[config.mk]
export PLATFORM = sky130hd
export DESIGN_NAME = amem_wr_ctl
export DESIGN_NICKNAME = d
export VERILOG_FILES = /design/src/rtl/amem_wr_pkg.sv /design/src/rtl/amem_sync.sv /design/src/rtl/amem_wr_seq.sv /design/src/rtl/amem_wr_drv.sv /design/src/rtl/amem_wr_ctl.sv
export SDC_FILE = /design/constraint.sdc
export NUM_CORES = 1
export LEC_CHECK = 0
export BUFFER_PORTS_ARGS = -buffer_cell sky130_fd_sc_hd__buf_2
export CORE_ASPECT_RATIO = 0.9
export CORE_MARGIN = 2
export CORE_UTILIZATION = 49
export DETAILED_ROUTE_END_ITERATION = 10
export HOLD_SLACK_MARGIN = 0.15
export PLACE_DENSITY = 0.89
export SYNTH_ARGS = -nofsm -noshare
export SYNTH_HDL_FRONTEND = slang
export SYNTH_SLANG_ARGS = --single-unit
export TNS_END_PERCENT = 100
[constraint.sdc]
create_clock -name clk -period 2.06 [get_ports clk]
set_input_delay 0.412 -clock clk [delete_from_list [all_inputs] [get_ports clk]]
set_output_delay 0.412 -clock clk [all_outputs]
set_load 0.01 [all_outputs]
[src/rtl/amem_wr_pkg.sv]
package amem_wr_pkg;
   typedef enum logic [2:0] {
      PH_IDLE,
      PH_SETUP,
      PH_STROBE,
      PH_ACKW,
      PH_HOLD,
      PH_GAP
   } phase_e;
endpackage

[src/rtl/amem_sync.sv]
module amem_sync #(
   parameter int STAGES = 2
) (
   input  logic clk,
   input  logic rst_n,
   input  logic d,
   output logic q
);
   if (STAGES < 2) begin : g_bad_stages
      $error("amem_sync: STAGES must be at least 2");
   end

   logic [STAGES-1:0] sr;

   for (genvar g = 0; g < STAGES; g++) begin : g_stage
      if (g == 0) begin : g_first
         always_ff @(posedge clk or negedge rst_n) begin
            if (!rst_n) sr[g] <= 1'b0;
            else        sr[g] <= d;
         end
      end else begin : g_next
         always_ff @(posedge clk or negedge rst_n) begin
            if (!rst_n) sr[g] <= 1'b0;
            else        sr[g] <= sr[g-1];
         end
      end
   end

   assign q = sr[STAGES-1];
endmodule

[src/rtl/amem_wr_seq.sv]
module amem_wr_seq
   import amem_wr_pkg::*;
#(
   parameter int WAIT_W   = 4,
   parameter int HOLD_W   = 3,
   parameter int TURN_CYC = 2
) (
   input  logic              clk,
   input  logic              rst_n,
   input  logic              req_valid,
   input  logic              ack_s,
   input  logic [WAIT_W-1:0] cfg_wait,
   input  logic [HOLD_W-1:0] cfg_hold,
   output phase_e            phase,
   output logic              accept,
   output logic              done
);
   localparam int TURN_W = $clog2(TURN_CYC) + 1;
   localparam int WH_W   = (WAIT_W > HOLD_W) ? WAIT_W : HOLD_W;
   localparam int CNT_W  = (WH_W > TURN_W) ? WH_W : TURN_W;
   localparam logic [CNT_W-1:0] TURN_LAST = CNT_W'(TURN_CYC - 1);

   if (TURN_CYC < 2) begin : g_bad_turn
      $error("amem_wr_seq: TURN_CYC must be at least 2");
   end

   phase_e            ph_q, ph_d;
   logic [CNT_W-1:0]  cnt_q, cnt_d;
   logic [WAIT_W-1:0] wait_q;
   logic [HOLD_W-1:0] hold_q;
   logic              done_q, done_d;
   logic              leave;

   assign accept = (ph_q == PH_IDLE) && req_valid;
   assign phase  = ph_q;
   assign done   = done_q;

   always_comb begin
      ph_d   = ph_q;
      cnt_d  = cnt_q;
      done_d = 1'b0;
      leave  = 1'b0;
      case (ph_q)
         PH_IDLE:   if (req_valid) ph_d = PH_SETUP;
         PH_SETUP: begin
            ph_d  = PH_STROBE;
            cnt_d = (wait_q == '0) ? '0 : CNT_W'(wait_q - WAIT_W'(1));
         end
         PH_STROBE: begin
            if (cnt_q != '0)  cnt_d = cnt_q - CNT_W'(1);
            else if (ack_s)   leave = 1'b1;
            else              ph_d  = PH_ACKW;
         end
         PH_ACKW:   if (ack_s) leave = 1'b1;
         PH_HOLD: begin
            if (cnt_q != '0) cnt_d = cnt_q - CNT_W'(1);
            else begin
               ph_d   = PH_GAP;
               cnt_d  = TURN_LAST;
               done_d = 1'b1;
            end
         end
         PH_GAP: begin
            if (cnt_q != '0) cnt_d = cnt_q - CNT_W'(1);
            else             ph_d  = PH_IDLE;
         end
         default:   ph_d = PH_IDLE;
      endcase
      if (leave) begin
         if (hold_q != '0) begin
            ph_d  = PH_HOLD;
            cnt_d = CNT_W'(hold_q - HOLD_W'(1));
         end else begin
            ph_d   = PH_GAP;
            cnt_d  = TURN_LAST;
            done_d = 1'b1;
         end
      end
   end

   always_ff @(posedge clk or negedge rst_n) begin
      if (!rst_n) begin
         ph_q   <= PH_IDLE;
         cnt_q  <= '0;
         wait_q <= '0;
         hold_q <= '0;
         done_q <= 1'b0;
      end else begin
         ph_q   <= ph_d;
         cnt_q  <= cnt_d;
         done_q <= done_d;
         if (accept) begin
            wait_q <= cfg_wait;
            hold_q <= cfg_hold;
         end
      end
   end
endmodule

[src/rtl/amem_wr_drv.sv]
module amem_wr_drv
   import amem_wr_pkg::*;
#(
   parameter int ADDR_W = 16,
   parameter int DATA_W = 16,
   parameter int BANKS  = 4,
   parameter int BANK_W = 2
) (
   input  logic              clk,
   input  logic              rst_n,
   input  logic              accept,
   input  phase_e            phase,
   input  logic [ADDR_W-1:0] req_addr,
   input  logic [DATA_W-1:0] req_data,
   input  logic [BANK_W-1:0] req_bank,
   output logic [ADDR_W-1:0] mem_addr,
   output logic [BANKS-1:0]  mem_sel_n,
   output logic              mem_wr_n,
   output logic [DATA_W-1:0] mem_dq_out,
   output logic              mem_dq_oe
);
   logic [ADDR_W-1:0] addr_q;
   logic [DATA_W-1:0] data_q;
   logic [BANK_W-1:0] bank_q;
   logic              bus_on;

   always_ff @(posedge clk or negedge rst_n) begin
      if (!rst_n) begin
         addr_q <= '0;
         data_q <= '0;
         bank_q <= '0;
      end else if (accept) begin
         addr_q <= req_addr;
         data_q <= req_data;
         bank_q <= req_bank;
      end
   end

   assign bus_on     = (phase == PH_SETUP) || (phase == PH_STROBE) ||
                       (phase == PH_ACKW)  || (phase == PH_HOLD);
   assign mem_wr_n   = !((phase == PH_STROBE) || (phase == PH_ACKW));
   assign mem_dq_oe  = bus_on;
   assign mem_addr   = addr_q;
   assign mem_dq_out = data_q;

   if (BANKS == 1) begin : g_single
      logic unused_bank;
      assign unused_bank = ^bank_q;
      assign mem_sel_n   = !bus_on;
   end else begin : g_multi
      assign mem_sel_n = bus_on ? ~(BANKS'(1) << bank_q) : '1;
   end
endmodule

[src/rtl/amem_wr_ctl.sv]
module amem_wr_ctl #(
   parameter int ADDR_W      = 16,
   parameter int DATA_W      = 16,
   parameter int BANKS       = 4,
   parameter int WAIT_W      = 4,
   parameter int HOLD_W      = 3,
   parameter int SYNC_STAGES = 2,
   parameter int TURN_CYC    = 2,
   localparam int BANK_W     = (BANKS > 1) ? $clog2(BANKS) : 1
) (
   input  logic              clk,
   input  logic              rst_n,
   input  logic              req_valid,
   output logic              req_ready,
   input  logic [ADDR_W-1:0] req_addr,
   input  logic [DATA_W-1:0] req_data,
   input  logic [BANK_W-1:0] req_bank,
   input  logic [WAIT_W-1:0] cfg_wait,
   input  logic [HOLD_W-1:0] cfg_hold,
   output logic              wr_done,
   output logic [ADDR_W-1:0] mem_addr,
   output logic [BANKS-1:0]  mem_sel_n,
   output logic              mem_wr_n,
   output logic              mem_rd_n,
   output logic [DATA_W-1:0] mem_dq_out,
   output logic              mem_dq_oe,
   input  logic              mem_ack
);
   import amem_wr_pkg::*;

   if (ADDR_W < 1 || DATA_W < 1 || BANKS < 1 || WAIT_W < 1 || HOLD_W < 1) begin : g_bad_width
      $error("amem_wr_ctl: widths and bank count must be positive");
   end

   phase_e phase;
   logic   accept;
   logic   ack_s;

   amem_sync #(.STAGES(SYNC_STAGES)) u_ack_sync (
      .clk   (clk),
      .rst_n (rst_n),
      .d     (mem_ack),
      .q     (ack_s)
   );

   amem_wr_seq #(
      .WAIT_W   (WAIT_W),
      .HOLD_W   (HOLD_W),
      .TURN_CYC (TURN_CYC)
   ) u_seq (
      .clk       (clk),
      .rst_n     (rst_n),
      .req_valid (req_valid),
      .ack_s     (ack_s),
      .cfg_wait  (cfg_wait),
      .cfg_hold  (cfg_hold),
      .phase     (phase),
      .accept    (accept),
      .done      (wr_done)
   );

   amem_wr_drv #(
      .ADDR_W (ADDR_W),
      .DATA_W (DATA_W),
      .BANKS  (BANKS),
      .BANK_W (BANK_W)
   ) u_drv (
      .clk        (clk),
      .rst_n      (rst_n),
      .accept     (accept),
      .phase      (phase),
      .req_addr   (req_addr),
      .req_data   (req_data),
      .req_bank   (req_bank),
      .mem_addr   (mem_addr),
      .mem_sel_n  (mem_sel_n),
      .mem_wr_n   (mem_wr_n),
      .mem_dq_out (mem_dq_out),
      .mem_dq_oe  (mem_dq_oe)
   );

   assign req_ready = (phase == PH_IDLE);
   assign mem_rd_n  = 1'b1;
endmodule

==> run_results.csv <==
group,metric,value,unit
run_status,status,"finished clean",
logic_synthesis,yosys_warnings,0,
die,die-area,5540,sq um
logic_synthesis,synth_commonest_cells,"51 x dfrtp_1, 40 x mux2_1, 9 x nand2_1",
critical_path,rr_startpoint,"u_seq.cnt_q[0]$_DFFE_PN0P_",
timing,fmax,499,MHz
grt,grt_antenna_before_repair,0,
routing,wl,5460,microns
timing,hold_violations,0,
critical_path,crit_path_start_kind,"flip-flop",
timing,skew,0.0107,ns
logic_synthesis,synth_edf_count,0,
logic_synthesis,synth.top_cell.area_share,52.5,%
routing,vias_per_cell,5.34,
place,dp_hpwl,4050,microns
critical_path,reg2reg_slack,0.14,ns
routing,wire_per_inst,16.0,microns
die,coreArea,4800,sq um
logic_synthesis,synth.avg_cell_area,13.0,sq um
logic_synthesis,yosys.cell_count.top_type,"dfrtp_1",
die,die_y,70.8,microns
logic_synthesis,synth_ff_type,"dfrtp_1",
place,dpl.cell_count,332,
die,pin_count,86,
grt,grt_pass1_wl,8940,microns
grt,grt_max_degree,52,
critical_path,critPathMaxStageDelay,0.47,ns
grt,grt_pass1_vias,1958,
cts,clockRootBuffer,"clkbuf_8",
final_layout,instances_no_fill,342,
routing,remaining_drc_errors,0,
logic_synthesis,ys_seq_area_share,52.5,%
logic_synthesis,synth_seq_cells,51,
grt,grt_usage,21.0,%
logic_synthesis,synth_area_leader_cell,"dfrtp_1",
grt,grt-ovfl-total,0,
cts,clkLatencyLatePin,0.30,ns
timing,setup_viol,0,
cts,clk_path_buf_depth,2,
timing,slew_viol_final,0,
routing,firstDrtPassIters,5,
die,start_util,50.6,%
hold_path,holdCritPathClass,"input pin to asynchronous set/reset pin",
die,chipWidth,78.2,microns
final_layout,syn2layout_area_growth,25.4,%
flow_run,maxCapViolations,0,
critical_path,rr_worst_depth,6,
critical_path,cp_max_fo,7,
logic_synthesis,synth_area_leaders,"dfrtp_1 53%, mux2_1 19%, ha_1 2.1%",
final_layout,diodes,0,
logic_synthesis,synth_cell_type_count,49,
critical_path,crit_path_start,"u_seq.phase[1]$_DFFE_PN0P_",
critical_path,cp_slowest_cell,"dfrtp_2",
routing,ant_nets,0,
timing,worst_pin_slew,0.620,ns
logic_synthesis,async_reset_ff_share,100,%
logic_synthesis,synthCells,187,
routing,vias,1826,
critical_path,crit_path_end_kind,"output port",
timing,fin_crit_sh,97.4,%
final_layout,fill_cells,369,
critical_path,cp-endpoint,"mem_sel_n[0]",
critical_path,arrival,1.59,ns
cts,hold_buffers,0,
logic_synthesis,synth_nets,236,
logic_synthesis,netlist_area,2430,sq um
place,port_buffers,84,
place,dpl_cell_area,2920,sq um
cts,clock_sinks,51,
critical_path,critical_path_class,"flip-flop to output port",
final_layout,fin_area,3050,sq um
place,gp_congestion,0.874,
routing,first_iter_violations,98,
cts,cts_tree,"built",
pwr,peakVddDrop,0.000872,V
timing,min_period,2.01,ns
die,rows,24,
pwr,powerDensity,1680,nW/um^2
cts,cts_buffers,5,
timing,max_slew_margin,58.7,%
critical_path,cp.required,1.65,ns
cts,path_clk_slew,0.09,ns
final_layout,drive_above_1_share,41.5,%
final_layout,fin_nets,325,
pwr,p_leak,1.45,nW
critical_path,path_cells,"nor2_4 > xnor2_2 > or3b_1 > buf_2",
critical_path,r2r_end,"u_seq.cnt_q[1]$_DFFE_PN0P_",
cts,htree_levels,2,
==> metal layers <==
layer	part of all wire, %	wire length [microns]	GRT usage, %
met4	2.3	125	10.1
met3	9.6	525	8.16
met2	49	2670	34.7
met5	0	0	0
met1	39	2130	24.2
==> power by group <==
group	switching, mW	internal [mW]	total [mW]
sequential	0.407	1.50	1.91
clock	0.316	0.276	0.592
combinational	1.30	1.31	2.61
==> timing repair <==
item                                   in CTS  in global routing
gates resized for setup                     3                  2
endpoints found under the hold margin       0                  0
setup endpoints to repair                   1                  1
buffers inserted                            0                  2
==> worst max-delay path, delay by kind of cell (launching register included) <==
family / cells / cell delay, ns
XOR/XNOR: 1 / 0.15
AND/OR/NAND/NOR: 2 / 0.53
buffers and inverters: 1 / 0.14
flip-flops: 1 / 0.47
==> flip-flops by register name (all words and copies together), names as in the netlist <==
register          count
u_seq.cnt_q           4
u_drv.bank_q          2
u_seq.wait_q          4
u_seq.done            1
u_ack_sync.sr         1
u_ack_sync.q          1
u_seq.phase           3
u_drv.mem_dq_out     16
u_seq.hold_q          3
u_drv.mem_addr       16
==> how the worst min path moves through the flow <==
stage / from / endpoint / slack, ns / cells past startpoint
finish: rst_n / u_drv.mem_dq_out[0]$_DFFE_PN0P_ / 0.20 / 2
CTS: mem_ack / u_ack_sync.sr[0]$_DFF_PN0_ / 0.22 / 1
global placement: u_ack_sync.sr[0]$_DFF_PN0_ / u_ack_sync.q$_DFF_PN0_ / 0.34 / 0
global route: mem_ack / u_ack_sync.sr[0]$_DFF_PN0_ / 0.21 / 1
detailed placement: u_ack_sync.sr[0]$_DFF_PN0_ / u_ack_sync.q$_DFF_PN0_ / 0.34 / 0
floorplan: rst_n / u_ack_sync.q$_DFF_PN0_ / 0.12 / 0
==> area by class of cell <==
type / instances / area (sq um) / area share [%]
Sequential cell: 51 / 1280 / 42.0
Multi-Input combinational cell: 121 / 1080 / 35.6
Timing Repair Buffer: 91 / 485 / 15.9
Clock buffer: 7 / 86.3 / 2.83
Tap cell: 65 / 81.3 / 2.67
Inverter: 6 / 22.5 / 0.739
Clock inverter: 1 / 8.76 / 0.287
==> cell families after synthesis <==
family,after synthesis,share of synthesized area [%]
DFF,51,52.5
muxes,40,18.5
and+or+nand+nor,38,10.4
AOI/OAI and AO/OA,35,11.7
buffers and inverters,15,3.55
adders and majority gates,4,2.06
xor gates and xnor gates,3,1.08
other,1,0.154
==> cells in the final DEF, fill, tap and decap left out, drive strengths merged, types with 2 or more instances in the layout <==
cell type | synthesis | final
o221a | 2 | 2
nand3 | 2 | 2
dfrtp | 51 | 51
o31ai | 4 | 4
nand3b | 2 | 2
nor4b | 2 | 2
a211o | 2 | 2
buf | 9 | 91
o21a | 2 | 2
or2 | 4 | 4
nor2 | 4 | 4
a21oi | 5 | 5
xnor2 | 3 | 3
a22o | 2 | 2
nand2b | 2 | 2
a21o | 2 | 2
inv | 6 | 6
or3b | 2 | 2
nor3 | 3 | 3
clkbuf | 0 | 7
nand2 | 9 | 9
mux2 | 40 | 40
ha | 4 | 4
o21ai | 6 | 6
==> through the flow <==
step                      utilization [%]  power [mW]  TNS (ns)  hold slack, ns  worst slack, ns
after global placement               60.8        4.33         0           0.336            0.207
after detailed placement             60.8        4.46         0           0.336            0.160
final                                63.4        5.11         0           0.199           0.0541
after floorplan                         -        3.59         0           0.116            0.159
after global routing                 63.4        5.48  -0.00269           0.212         -0.00269
after CTS                            63.0        5.09         0           0.220         0.000790
No activity file was read; power rests on OpenSTA's default activity.
